$ cat src/rtl/lifo_pkg.sv
package lifo_pkg;
  localparam int STK_DEPTH = 8;
  localparam int STK_DW    = 12;

  typedef enum logic [2:0] {
    OP_IDLE,
    OP_PUSH,
    OP_DROP,
    OP_POP,
    OP_UNDER,
    OP_PEEK
  } stk_op_e;
endpackage

$ cat src/rtl/lifo_ctrl.sv
module lifo_ctrl
  import lifo_pkg::*;
#(
  parameter int DEPTH = STK_DEPTH,
  localparam int PTR_W = $clog2(DEPTH),
  localparam int CNT_W = $clog2(DEPTH + 1)
) (
  input  logic             clk,
  input  logic             rst_n,
  input  logic             push_i,
  input  logic             pop_i,
  input  logic             peek_i,
  output logic             wr_en_o,
  output logic [PTR_W-1:0] wr_addr_o,
  output logic [PTR_W-1:0] rd_addr_o,
  output logic             rd_load_o,
  output logic             rd_zero_o,
  output logic             empty_o,
  output logic             full_o,
  output logic             ovf_o,
  output logic             underflow_o,
  output logic             conflict_o
);
  localparam logic [PTR_W-1:0] PTR_TOP = PTR_W'(DEPTH - 1);
  localparam logic [CNT_W-1:0] CNT_MAX = CNT_W'(DEPTH);

  function automatic logic [PTR_W-1:0] wrap_inc(input logic [PTR_W-1:0] p);
    return (p == PTR_TOP) ? '0 : p + 1'b1;
  endfunction

  function automatic logic [PTR_W-1:0] wrap_dec(input logic [PTR_W-1:0] p);
    return (p == '0) ? PTR_TOP : p - 1'b1;
  endfunction

  logic [PTR_W-1:0] ptr_q;
  logic [CNT_W-1:0] cnt_q;
  logic             ovf_q, under_q, conf_q;
  stk_op_e          op;
  logic             is_empty, is_full;

  assign is_empty = (cnt_q == '0);
  assign is_full  = (cnt_q == CNT_MAX);

  always_comb begin
    op = OP_IDLE;
    if (push_i)      op = is_full  ? OP_DROP  : OP_PUSH;
    else if (pop_i)  op = is_empty ? OP_UNDER : OP_POP;
    else if (peek_i) op = OP_PEEK;
  end

  always_ff @(posedge clk) begin
    if (!rst_n) begin
      ptr_q   <= PTR_TOP;
      cnt_q   <= '0;
      ovf_q   <= 1'b0;
      under_q <= 1'b0;
      conf_q  <= 1'b0;
    end else begin
      under_q <= (op == OP_UNDER);
      conf_q  <= push_i & pop_i;
      case (op)
        OP_PUSH: begin
          ptr_q <= wrap_inc(ptr_q);
          cnt_q <= cnt_q + 1'b1;
        end
        OP_POP: begin
          ptr_q <= wrap_dec(ptr_q);
          cnt_q <= cnt_q - 1'b1;
        end
        OP_DROP: ovf_q <= 1'b1;
        default: ;
      endcase
    end
  end

  assign wr_en_o     = (op == OP_PUSH);
  assign wr_addr_o   = wrap_inc(ptr_q);
  assign rd_addr_o   = ptr_q;
  assign rd_load_o   = (op == OP_POP) || (op == OP_UNDER) || (op == OP_PEEK);
  assign rd_zero_o   = is_empty;
  assign empty_o     = is_empty;
  assign full_o      = is_full;
  assign ovf_o       = ovf_q;
  assign underflow_o = under_q;
  assign conflict_o  = conf_q;

  // an accepted push adds exactly one entry
  a_r2_push_count: assert property (@(posedge clk) disable iff (!rst_n)
    (push_i && !full_o) |=> (cnt_q == $past(cnt_q) + 1'b1));
  // an accepted pop removes exactly one entry
  a_r4_pop_count: assert property (@(posedge clk) disable iff (!rst_n)
    (pop_i && !push_i && !empty_o) |=> (cnt_q == $past(cnt_q) - 1'b1));
  // a push while full changes nothing and sets the overflow flag
  a_r6_full_drop: assert property (@(posedge clk) disable iff (!rst_n)
    (push_i && full_o) |=> (full_o && ovf_o && $stable(ptr_q)));
  // the overflow flag never falls outside reset
  a_r7_ovf_sticky: assert property (@(posedge clk) disable iff (!rst_n)
    ovf_o |=> ovf_o);
  // a peek alone leaves the pointer in place
  a_r5_peek_hold: assert property (@(posedge clk) disable iff (!rst_n)
    (peek_i && !push_i && !pop_i) |=> $stable(ptr_q) && $stable(cnt_q));
endmodule

$ cat src/rtl/lifo_store.sv
module lifo_store
  import lifo_pkg::*;
#(
  parameter int DEPTH = STK_DEPTH,
  parameter int DW    = STK_DW,
  localparam int PTR_W = $clog2(DEPTH)
) (
  input  logic             clk,
  input  logic             rst_n,
  input  logic             wr_en_i,
  input  logic [PTR_W-1:0] wr_addr_i,
  input  logic [DW-1:0]    wr_data_i,
  input  logic [PTR_W-1:0] rd_addr_i,
  input  logic             rd_load_i,
  input  logic             rd_zero_i,
  output logic [DW-1:0]    rd_data_o
);
  logic [DW-1:0]    mem [DEPTH];
  logic [DEPTH-1:0] row_we;
  logic [DW-1:0]    rd_q;

  for (genvar g = 0; g < DEPTH; g++) begin : g_row
    assign row_we[g] = wr_en_i && (wr_addr_i == PTR_W'(g));
    always_ff @(posedge clk) begin
      if (!rst_n)         mem[g] <= '0;
      else if (row_we[g]) mem[g] <= wr_data_i;
    end
  end

  always_ff @(posedge clk) begin
    if (!rst_n)         rd_q <= '0;
    else if (rd_load_i) rd_q <= rd_zero_i ? '0 : mem[rd_addr_i];
  end

  assign rd_data_o = rd_q;

  // the decoder enables at most one location
  a_r2_onehot_row: assert property (@(posedge clk) disable iff (!rst_n)
    $onehot0(row_we));
  // the selected location captures the pushed word
  a_r2_write_lands: assert property (@(posedge clk) disable iff (!rst_n)
    wr_en_i |=> (mem[$past(wr_addr_i)] == $past(wr_data_i)));
  // the output register moves only on a load
  a_r11_rd_hold: assert property (@(posedge clk) disable iff (!rst_n)
    !rd_load_i |=> $stable(rd_q));
endmodule

$ cat src/rtl/reg_lifo.sv
module reg_lifo
  import lifo_pkg::*;
#(
  parameter int DEPTH = STK_DEPTH,
  parameter int DW    = STK_DW,
  localparam int PTR_W = $clog2(DEPTH)
) (
  input  logic          clk,
  input  logic          rst_n,
  input  logic          push_i,
  input  logic          pop_i,
  input  logic          peek_i,
  input  logic [DW-1:0] wr_data_i,
  input  logic          halt_en_i,
  output logic [DW-1:0] rd_data_o,
  output logic          empty_o,
  output logic          full_o,
  output logic          ovf_o,
  output logic          halt_req_o,
  output logic          underflow_o,
  output logic          conflict_o
);
  logic             wr_en, rd_load, rd_zero;
  logic [PTR_W-1:0] wr_addr, rd_addr;

  lifo_ctrl #(.DEPTH(DEPTH)) i_ctrl (
    .clk(clk), .rst_n(rst_n),
    .push_i(push_i), .pop_i(pop_i), .peek_i(peek_i),
    .wr_en_o(wr_en), .wr_addr_o(wr_addr), .rd_addr_o(rd_addr),
    .rd_load_o(rd_load), .rd_zero_o(rd_zero),
    .empty_o(empty_o), .full_o(full_o), .ovf_o(ovf_o),
    .underflow_o(underflow_o), .conflict_o(conflict_o)
  );

  lifo_store #(.DEPTH(DEPTH), .DW(DW)) i_store (
    .clk(clk), .rst_n(rst_n),
    .wr_en_i(wr_en), .wr_addr_i(wr_addr), .wr_data_i(wr_data_i),
    .rd_addr_i(rd_addr), .rd_load_i(rd_load), .rd_zero_i(rd_zero),
    .rd_data_o(rd_data_o)
  );

  assign halt_req_o = ovf_o & halt_en_i;

  // an underflow pulse comes with a zero output word
  a_r9_under_zero: assert property (@(posedge clk) disable iff (!rst_n)
    underflow_o |-> (rd_data_o == '0) && empty_o);
  // a conflict never shrinks the stack
  a_r10_conf_push: assert property (@(posedge clk) disable iff (!rst_n)
    (push_i && pop_i) |=> (conflict_o && !empty_o));
endmodule

$ cat config.mk
export PLATFORM = sky130hd
export DESIGN_NAME = reg_lifo
export DESIGN_NICKNAME = d
export VERILOG_FILES = /design/src/rtl/lifo_pkg.sv /design/src/rtl/lifo_ctrl.sv /design/src/rtl/lifo_store.sv /design/src/rtl/reg_lifo.sv
export SDC_FILE = /design/constraint.sdc
export NUM_CORES = 1
export LEC_CHECK = 0
export ABC_AREA = 1
export BUFFER_PORTS_ARGS = -buffer_cell sky130_fd_sc_hd__buf_4
export CORE_UTILIZATION = 50
export CTS_CLUSTER_DIAMETER = 120
export DETAILED_ROUTE_END_ITERATION = 6
export PLACE_DENSITY_LB_ADDON = 0.15
export SLEW_MARGIN = 20
export SYNTH_ARGS = -nofsm -noshare
export SYNTH_HDL_FRONTEND = slang
export SYNTH_SLANG_ARGS = --single-unit
$ cat constraint.sdc
create_clock -name clk -period 2.66 [get_ports clk]
set_input_delay 0.266 -clock clk [delete_from_list [all_inputs] [get_ports clk]]
set_output_delay 0.266 -clock clk [all_outputs]
set_load 0.005 [all_outputs]
Word-level counts from Yosys, hierarchy flattened --
Memory sizes are Yosys's and may differ from the RTL's. A register that Yosys moved wholly into a read port is not among the register bits. Index checks and enable logic that the tools add are counted.
Storage, ports and cells: flip-flop bits (word level) 22, bits in writable memories 96, bits of input ports 18, output and inout bits 18, memories kept 1
Operators by class: add/sub/neg operators 4, equality and inequality tests 14, multiplexer cells 45, bitwise gates (word level) 10, reduce and logical (&&, ||, !) cells 14
Memories:
- i_store.mem | words 8, bits a word 12, read ports 1, clocked after memory_dff 1, wr ports 8, RTL line lifo_store.sv:18 | logic [DW-1:0] mem [DEPTH];
Operators with widths (number):
- $mux 12 | 9
- $mux 1 | 25
- $mux 3 | 8
- $eq 3x3->1 const B | 7
- $eq 3x2->1 const B | 4
- $logic_and 1x1->1 | 8
- $or 1x1->1 | 8
- $pmux 4 s2 | 1
- $eq 3x1->1 const B | 2
- $logic_not 3->1 | 2
- $pmux 3 s2 | 1
- $add 4x1->4 const B | 1
- $eq 4x4->1 const B | 1
- $logic_not 4->1 | 1
- $sub 4x1->4 const B | 1
- $add 3x1->3 const B | 1
- $sub 3x1->3 const B | 1
- $and 1x1->1 | 2
- $logic_or 1x1->1 | 2
- $mux 2 | 1
- $reduce_bool 2->1 | 1

Depth between registers and ports, before layout --
Gate-level depths: netlist (run 1).
depth in word-level cells 10, mapped depth 14, depth with buffers taken out 14

Hierarchy --
From an unflattened synthesis (run 1), not the netlist that was laid out.
Unflattened totals: cell total of the unflattened synthesis 658, area total of the unflattened synthesis 5637.9 um^2
Modules (own cells, without submodules):
- lifo_store | times used 1, cells each 574, area each 5041.1 um^2, seq. area each 3123.0 um^2
- lifo_ctrl | times used 1, cells each 82, area each 589.3 um^2, seq. area each 200.2 um^2
- reg_lifo | times used 1, cells each 2, area each 7.5 um^2, seq. area each 0.0 um^2

Least setup slack after synthesis (run 1) --
OpenSTA, ideal clock, no wires.
kind reg-to-reg, start point register i_ctrl.ptr_q[0], in the netlist i_ctrl.rd_addr_o[0], end point memory i_store.mem[4][0] (netlist bit) (enable), library setup time 0.400 ns, arrival 2.100 ns, required time 2.260 ns, setup slack 0.160 ns, stages on the path, launching flop included 5, path buffers 0, clock period less this slack 2.500 ns, cell sequence dfxtp_1 -> ha_1 -> ha_1 -> inv_1 -> o31ai_1
RTL lines:
- from (decl) | RTL line lifo_ctrl.sv:35 | logic [PTR_W-1:0] ptr_q;
- from (signal assigned) | RTL line lifo_ctrl.sv:63 | ptr_q <= wrap_inc(ptr_q);
- from (signal assigned) | RTL line lifo_ctrl.sv:67 | ptr_q <= wrap_dec(ptr_q);
- to (decl) | RTL line lifo_store.sv:18

==> reports/summary.md, run 1 <==
The run gives 2 as the largest buffer count on any clock path. For the reg-to-reg setup timing slack, the log shows 640 ps. The number of endpoints with negative hold slack in the final report is 0. Final count of pins violating max slew: 0. The tools report the total iterations of the first detailed-routing run as 5.

TritonCTS built the clock tree. Share of final-layout standard cells stronger than drive strength 1: 0.185. The critical path is of the reg2reg type.

The logs give 0 for the initial antenna violation count and 36 for the number of top-level design ports. The H-tree depth reported by CTS is 4, and the relative area change from synthesis to final layout is 18.2%. Counting every net in the synthesized netlist gives 555. Worst min-delay path category: in2reg. Time the final worst path needs with I/O delays and setup: 2020 ps.

The wire-length estimate of the detail-placed layout is 8200 um. For the maximum number of pins on one net before global-route repair, the log shows 49. The floorplan has 37 rows. The tools report the number of global-route vias before repair as 3932. Setup repair after global routing left no endpoint under its margin. Synthesis handed over a netlist of 529 instances.

The clock latency on the worst-skew pair was 520 ps; the global-route wire length before repair was 19900 um. The tools report the headroom to the max-slew limit as 0.388. The detailed router finished its first iteration with 259 violations.

The final weighted congestion of routability-driven global placement was 0.804; the power density normalized to cell area was 882 nW/um^2. The logs give 2880 ps for the worst path required time and 5430 sq um for the post-synthesis instance area. Derived from the worst setup path, the maximum achievable clock frequency is 495 MHz.

The tools report the arrival time of the worst setup path as 2240 ps. Setup total negative slack on the finished layout was measured at 0 ps. In the final design database the tool counted 596 nets. The analysis attributes to cell leakage a power of 2.62 nW. Setup violations remaining at the end of the flow were counted as 0. In the final layout, the multi-input gates occupy 1750 sq um. The floorplan step set the die width to 106 um.

STA classifies the critical path endpoint as a register. Leaving out fill and tap cells, the most frequent cell in the layout is sky130_fd_sc_hd__nor2_1. For the fill cell total of the finished layout, the log shows 880.

Between clock sinks in the finished design, the worst skew comes to 7.24 ps. TritonCTS created 17 clock buffers. The final core utilization was 0.616. Summed over all layers, the routed wires come to 12900 um.

The period utilization was 0.760; the number of distinct library cells after synthesis was 31. The tools report the buffer type at the clock tree root as sky130_fd_sc_hd__clkbuf_8. The flow ran to the end, and the final reports show no timing, DRC or antenna violations. The placeable core region was 10400 sq um; the total congestion overflow was 0. The initial core utilization is 0.522, and the count of input and output buffers is 35. VDD sags by at most 0.000532 V. The routed length per placed instance was 17.9 um. In the layout the commonest cells are 147 x sky130_fd_sc_hd__nor2_1, 96 x sky130_fd_sc_hd__edfxtp_1, 55 x sky130_fd_sc_hd__o21ai_0.

The sequential share of the synthesized area was 0.623. The total via count after detailed routing is 4050, and the antenna cell count is 0. Measured along the y axis, the die boundary spans 106 um. The finished cells cover 6420 sq um. The tools report the count of yosys warnings during synthesis as 0. After detailed routing, the number of remaining DRC violations is 0. The global-route total usage across every layer is 0.242, and the per-instance average area after synthesis is 10.3 sq um. The area taken by flip-flops and latches was 3380 sq um; the post-CTS setup buffer count was 0.

The slew at the pin closest to its max-slew limit was 917 ps; the final standard cell count with taps included and fillers excluded was 719. The run gives 1 as the quantity of hold-fixing buffers added after cts. After detailed placement, the total cell area comes to 5860 sq um. The total power of the final layout was 5.66 mW; the clock slew at the register clock pins of the worst setup and hold paths was 60 ps. The count of nets left with antenna violations once routing finished came out at 0. Once the clock tree was built, the resizer swapped 0 gates to a different size. Along the worst path, the maximum fanout reaches 8. The number of cells after detailed placement was 686; the max-capacitance violation count was 0. Using the TritonRoute via totals, the vias-per-cell ratio works out to 5.63. The synthesized design contains 121 register bits. The die covers 11300 sq um. The critical path launch point type is a register.

The number of sinks on the clock net was 121.
[where the power goes]
part           internal [mW]  leakage (nW)  switching [mW]
sequential              2.27          1.21           0.112
clock                   1.35         0.270           0.787
combinational          0.398          1.14           0.753
total                   4.01          2.62            1.65
[cell usage after synthesis (all sizes together)]
master / count / area share
o21bai: 1 / 0.0014
o2111ai: 1 / 0.0016
nor2: 151 / 0.11
a211oi: 2 / 0.0028
inv: 44 / 0.030
nand3: 13 / 0.022
o221ai: 13 / 0.021
dfxtp: 25 / 0.092
o21ai: 74 / 0.068
xnor2: 1 / 0.0016
nor3: 2 / 0.0018
o22ai: 12 / 0.014
nand2: 20 / 0.018
ha: 8 / 0.018
clkbuf: 14 / 0.0097
o31ai: 1 / 0.0014
edfxtp: 96 / 0.53
a21oi: 17 / 0.016
o211ai: 13 / 0.018
buf: 17 / 0.015
nand4: 4 / 0.0046
[flip-flops by register name (all words and copies together), names as in the netlist, named ones only]
| name | cells |
|---|---|
| i_ctrl.cnt_q | 4 |
| i_store.rd_data_o | 12 |
| i_ctrl.rd_addr_o | 3 |
| i_ctrl.ovf_o | 1 |
| i_store.mem | 96 |
| i_ctrl.underflow_o | 1 |
| i_ctrl.conflict_o | 1 |
[per-stage QoR]
step | hold slack, ps | setup WS (ps)
final | 98.3 | 639
after global placement | 468 | 692
after detailed placement | 497 | 653
after CTS | 79.2 | 633
after floorplan | 358 | 160
after global routing | 102 | 478
[critical path: stages, from the launching register on]
cell and delay [ps]:
sky130_fd_sc_hd__dfxtp_1 350, sky130_fd_sc_hd__ha_1 220, sky130_fd_sc_hd__ha_1 400, sky130_fd_sc_hd__inv_1 160, sky130_fd_sc_hd__nor2_8 170, sky130_fd_sc_hd__inv_2 60, sky130_fd_sc_hd__o21ai_1 160, sky130_fd_sc_hd__buf_4 200
[kinds of logic after synthesis]
kind of cell	Yosys count	share of synthesized area
XOR/XNOR	1	0.00161
flip-flops	121	0.623
adder cells (fa/ha/maj)	8	0.0184
AND/OR/NAND/NOR	190	0.158
buffers and inverters	75	0.0555
AO/OA/AOI/OAI	134	0.144
[worst paths after layout]
path / endpoint / from / cells after the start
min reg2reg: i_ctrl.ovf_o / i_ctrl.ovf_o / 2
max: i_store.mem[6][4] / i_ctrl.rd_addr_o[0] / 7
min: i_ctrl.conflict_o / push_i / 3
max reg2reg: i_store.mem[6][4] / i_ctrl.rd_addr_o[0] / 7
[routing by layer]
layer	share of wire	vias to the layer above	track usage
met5	0	-	0
met4	0.024	0	0.120
met3	0.084	24	0.0509
met2	0.48	183	0.399
met1	0.41	1910	0.303
li1	-	1933	-
[final cells by class]
cell class              instances  area share
multi-input cells             333       0.273
well taps                     136      0.0265
repair buffers                 53      0.0624
flip-flops and latches        121       0.527
clock buffers                  23      0.0696
inverters                      44      0.0257
clock inverters                 9      0.0158
No activity file was read; power rests on OpenSTA's default activity.
==> run 2: changes to the inputs <==
--- a/config.mk
+++ b/config.mk
@@ -5,7 +5,7 @@
 export SDC_FILE = /design/constraint.sdc
 export NUM_CORES = 1
 export LEC_CHECK = 0
-export ABC_AREA = 1
+export ABC_AREA = 0
 export BUFFER_PORTS_ARGS = -buffer_cell sky130_fd_sc_hd__buf_4
 export CORE_UTILIZATION = 50
 export CTS_CLUSTER_DIAMETER = 120
==> constraint.sdc (replaced) <==
create_clock -name clk -period 2.08 [get_ports clk]
set_input_delay 0.208 -clock clk [delete_from_list [all_inputs] [get_ports clk]]
set_output_delay 0.208 -clock clk [all_outputs]
set_load 0.005 [all_outputs]
==> run 2 against run 1 <==
Compared with the run above:
- global-route usage down 1.8 points
- flip-flop and latch count stayed put
- via count fell by 20%
- first-iteration DRC count decreased by 36%
- synthesized cell count fell by 25%
- clock skew shrank 2.1 ps
- combinational power is 5% lower
- clock-buffer cell count is the same
- register-to-register slack lost 510 ps
- worst setup slack lost 540 ps
==> reports/summary.md, run 2 <==
The power density normalized to cell area is 1040 nW/um^2 (+17%). Counting instances in the post-synthesis netlist gives the leading cell types as 96 x sky130_fd_sc_hd__edfxtp_1, 95 x sky130_fd_sc_hd__and2_1, 30 x sky130_fd_sc_hd__nand2_1, 25 x sky130_fd_sc_hd__dfxtp_1, 25 x sky130_fd_sc_hd__nand2b_1. The tools report the number of endpoints with negative hold slack in the final report as 0 (unchanged).

The time the final worst path needs with I/O delays and setup is 1980 ps, and the post-CTS setup buffer count is 0 (unchanged). H-tree depth reported by CTS: 4 (unchanged). The register ranked first by flip-flop count was i_store.mem. The proportion of synthesized area in mux cells is 0.0988 (+0.0988). The count of input and output buffers was 35 (unchanged).

The per-instance average area after synthesis came out at 13.8 sq um (+34%). The run gives 1870 ps (-1010 ps) as the worst path required time. Relative area change from synthesis to final layout: 20.2%. The tools report the headroom to the max-slew limit as 0.624 (+0.236). Leaving out fill and tap cells, the most frequent cell in the layout is sky130_fd_sc_hd__edfxtp_1. Sequential share of the synthesized area: 0.618 (-0.00413). The tools report the placement-stage cell area as 5990 sq um (+2.2%). By area the synthesized netlist is led by sky130_fd_sc_hd__edfxtp_1 53%, sky130_fd_sc_hd__and2_1 11%, sky130_fd_sc_hd__mux4_2 9.9%, sky130_fd_sc_hd__dfxtp_1 9.1%, sky130_fd_sc_hd__nand2b_1 2.9%. The run gives 2.62 nW (+0.22%) as the static leakage power. The area share of xor/xnor cells in the synthesized design works out to 0.00480 (+0.00319).

The die height was 107 um (+0.32%); the total congestion overflow was 0 (unchanged). Standard-cell row count: 37 (unchanged). The critical-path maximum fanout came out at 6 (-2).

Setup repair after global routing could not meet its margin everywhere. The run gives 397 (-25%) as the synthesized instance count. The number of flip-flops under the largest register name was 96 (unchanged); the placeable core region was 10500 sq um (+0.44%). The synthesized net count was 423 (-24%); the max-capacitance violation count was 0 (unchanged). The logs give 11500 um (-11%) for the sum of routed wire length over all layers and 0 (unchanged) for the final count of pins violating max slew.

The signal on the critical path passes through or4_1 > buf_4 > inv_4 > buf_4. The maximum vdd ir drop is 0.000580 V (+8.9%). The tools report the total iterations of the first detailed-routing run as 4 (-1). Fill cell total of the finished layout: 813 (-7.6%).

The logs give 5.10 ps (-2.14 ps) for the worst clock skew on the final layout and 0.225 (-0.0178) for the global-route total usage across every layer. Share of Yosys cell area claimed by the top area cell type: 0.527 (-0.00352). The async set-reset flop share out of synthesis is 0 (unchanged). The most common cell in the synthesized netlist is sky130_fd_sc_hd__edfxtp_1. Number of buffers created by CTS: 17 (unchanged). The worst setup path is launched from a register. The area share of and/or/nand/nor cells after synthesis was 0.211 (+0.0532); the count of yosys warnings during synthesis was 0 (unchanged). The logs give 476 (-20%) for the number of nets in the layout and 39 (+26%) for the number of distinct library cells after synthesis. Post-synthesis share of cell area spent on full adders, half adders and majority gates: 0.0183 (-0.000122).

The global-route wire length before repair came out at 18300 um (-8.2%). The violation count after the first detailed-route iteration came out at 165 (-36%). For the initial core utilization, the log shows 0.523 (+0.00116). The post-route antenna net violation count was 0 (unchanged). The tools report the area of all placed cells without fillers as 6580 sq um (+2.4%). Clock slew at the register clock pins of the worst setup and hold paths: 60 ps (about the same). For the post-synthesis instance area, the log shows 5470 sq um (+0.67%). The most used flip-flop cell after synthesis is sky130_fd_sc_hd__edfxtp_1.

Critical path's slowest cell: sky130_fd_sc_hd__or4_1. TritonCTS built the clock tree. The logs give 0 ps (unchanged) for the final total negative setup slack and 121 (unchanged) for the number of sinks on the clock net. The complex-gate fraction of the synthesized area is 0.0215 (-0.122), and the total via count after detailed routing is 3243 (-20%). The vias per cell came out at 5.41 (-3.9%).

The number of top-level design ports came out at 36 (unchanged). The run finished with clean final reports. For this run, the top clock speed supported by timing is 506 MHz. The number of global-route vias before repair came out at 3461 (-12%). The arrival time of the worst setup path is 1770 ps (-470 ps).

The routed length per placed instance works out to 19.1 um (+7.0%). The library cells used most frequently in the layout, excluding fill and tap cells, are 96 x sky130_fd_sc_hd__edfxtp_1, 95 x sky130_fd_sc_hd__and2_1, 49 x sky130_fd_sc_hd__buf_4. Largest family of logic cells by synthesized area: simple AND/OR/NAND/NOR gates. For the final-report setup violation count, the log shows 0 (unchanged). The maximum number of pins on one net before global-route repair is 25 (-49%), and the number of DRC violations after detailed routing is 0 (unchanged). The die extent in x was 107 um (+0.32%); the peak per-stage delay on the critical path was 540 ps (+140 ps).

The period utilization works out to 0.951. The detailed placement HPWL is 7410 um (-9.6%), and the antenna cell count is 0 (unchanged). The run gives 0 (unchanged) as the initial antenna violation count.

In this design, the critical path's most frequently occurring cell is sky130_fd_sc_hd__buf_4. The number of flip-flops and latches in the synthesized netlist is 121 (unchanged), and the final weighted congestion of routability-driven global placement is 0.842 (+4.7%). Slew at the pin closest to its max-slew limit: 564 ps (-353 ps). Count of flip-flops with a built-in enable after synthesis: 96 (unchanged). STA classifies the critical path endpoint as a primary output.

Summed over all instances, the cell type with the most area after synthesis is sky130_fd_sc_hd__edfxtp_1. Hold slack: 34.9 ps (-63.5 ps). The clock latency on the worst-skew pair was 510 ps (about the same); the total die area was 11400 sq um (+0.65%).

The total power of the final layout was 6.81 mW (+20%). For the largest buffer count on any clock path, the log shows 2 (unchanged). The type of the setup path with the least slack is reg2out.

The share of final-layout standard cells stronger than drive strength 1 works out to 0.259 (+0.0739). The tree is rooted in a sky130_fd_sc_hd__clkbuf_8. The final core utilization is 0.628 (+0.0120).

The min-delay analysis places its worst path in the category in2reg.
[run 2: cell types whose count changed in the layout (fill, tap and decap cells not counted), sizes merged, moves of 10 or more]
| cell | delta |
|---|---|
| nand2b | +25 |
| o21ai | -71 |
| inv | -37 |
| a21oi | -12 |
| mux4 | +24 |
| nand2 | +10 |
| and2 | +97 |
| nor2 | -145 |
| o22ai | -12 |
| and3 | +11 |
| o221ai | -13 |
| o211ai | -12 |
[run 2: routing by layer]
| layer | global-route usage | wire (um) | up-vias |
|---|---|---|---|
| met5 | 0 | 0 | - |
| met4 | 0.0969 | 234 | 0 |
| met3 | 0.0529 | 545 | 17 |
| met2 | 0.387 | 6050 | 100 |
| met1 | 0.269 | 4630 | 1587 |
| li1 | - | - | 1539 |
[run 2: critical path: cells and delay by family (launching register included)]
family	cells	cell delay, ps
simple gates	1	540
buf+inv	3	370
flops	1	350
[run 2: kinds of logic (layout without fill, tap and decap cells)]
logic type	count (synthesis)	after routing
AO/OA/AOI/OAI	18	18
flip-flops	121	121
buffers and inverters	28	94
adder cells (fa/ha/maj)	8	8
AND/OR/NAND/NOR	195	195
multiplexers	24	24
XOR/XNOR	3	3
[run 2: timing repair]
action | CTS | global route
gates resized for setup | 0 | 6
hold buffers | 1 | 0
endpoints found under the hold margin | 1 | 0
endpoints found under the setup margin | 0 | 27
[run 2: power by group]
part	total (mW)	internal [mW]	leakage, nW	switching [mW]
registers	2.99	2.90	1.20	0.0938
logic	1.09	0.523	1.15	0.567
clock network	2.73	1.75	0.267	0.979
total	6.81	5.17	2.62	1.64
[run 2: stage by stage]
stage                     worst slack (ps)  instances
after CTS                             7.94        599
after detailed placement              23.4        566
after global routing                 -10.1        599
final                                  103        599
after floorplan                       92.8        397
after global placement                78.9        566
[run 2: layout make-up]
class	count	area [sq um]	area share
timing repair buffer	55	478	0.0727
sequential	121	3390	0.515
inverter	7	28.8	0.00438
clock buffer	23	457	0.0695
clock inverter	9	97.6	0.0148
tap	136	170	0.0259
multi-input combinational	248	1960	0.298
[run 2: final timing paths]
kind,from,slack [ps],endpoint,cells past startpoint
worst min-delay path,wr_data_i[8],30,i_store.mem[3][8],2
worst max register to register,i_ctrl.cnt_q[0],130,i_ctrl.cnt_q[2],7
worst max-delay path,i_ctrl.cnt_q[0],100,empty_o,4
worst min register to register,i_store.rd_data_o[3],460,i_store.rd_data_o[3],2
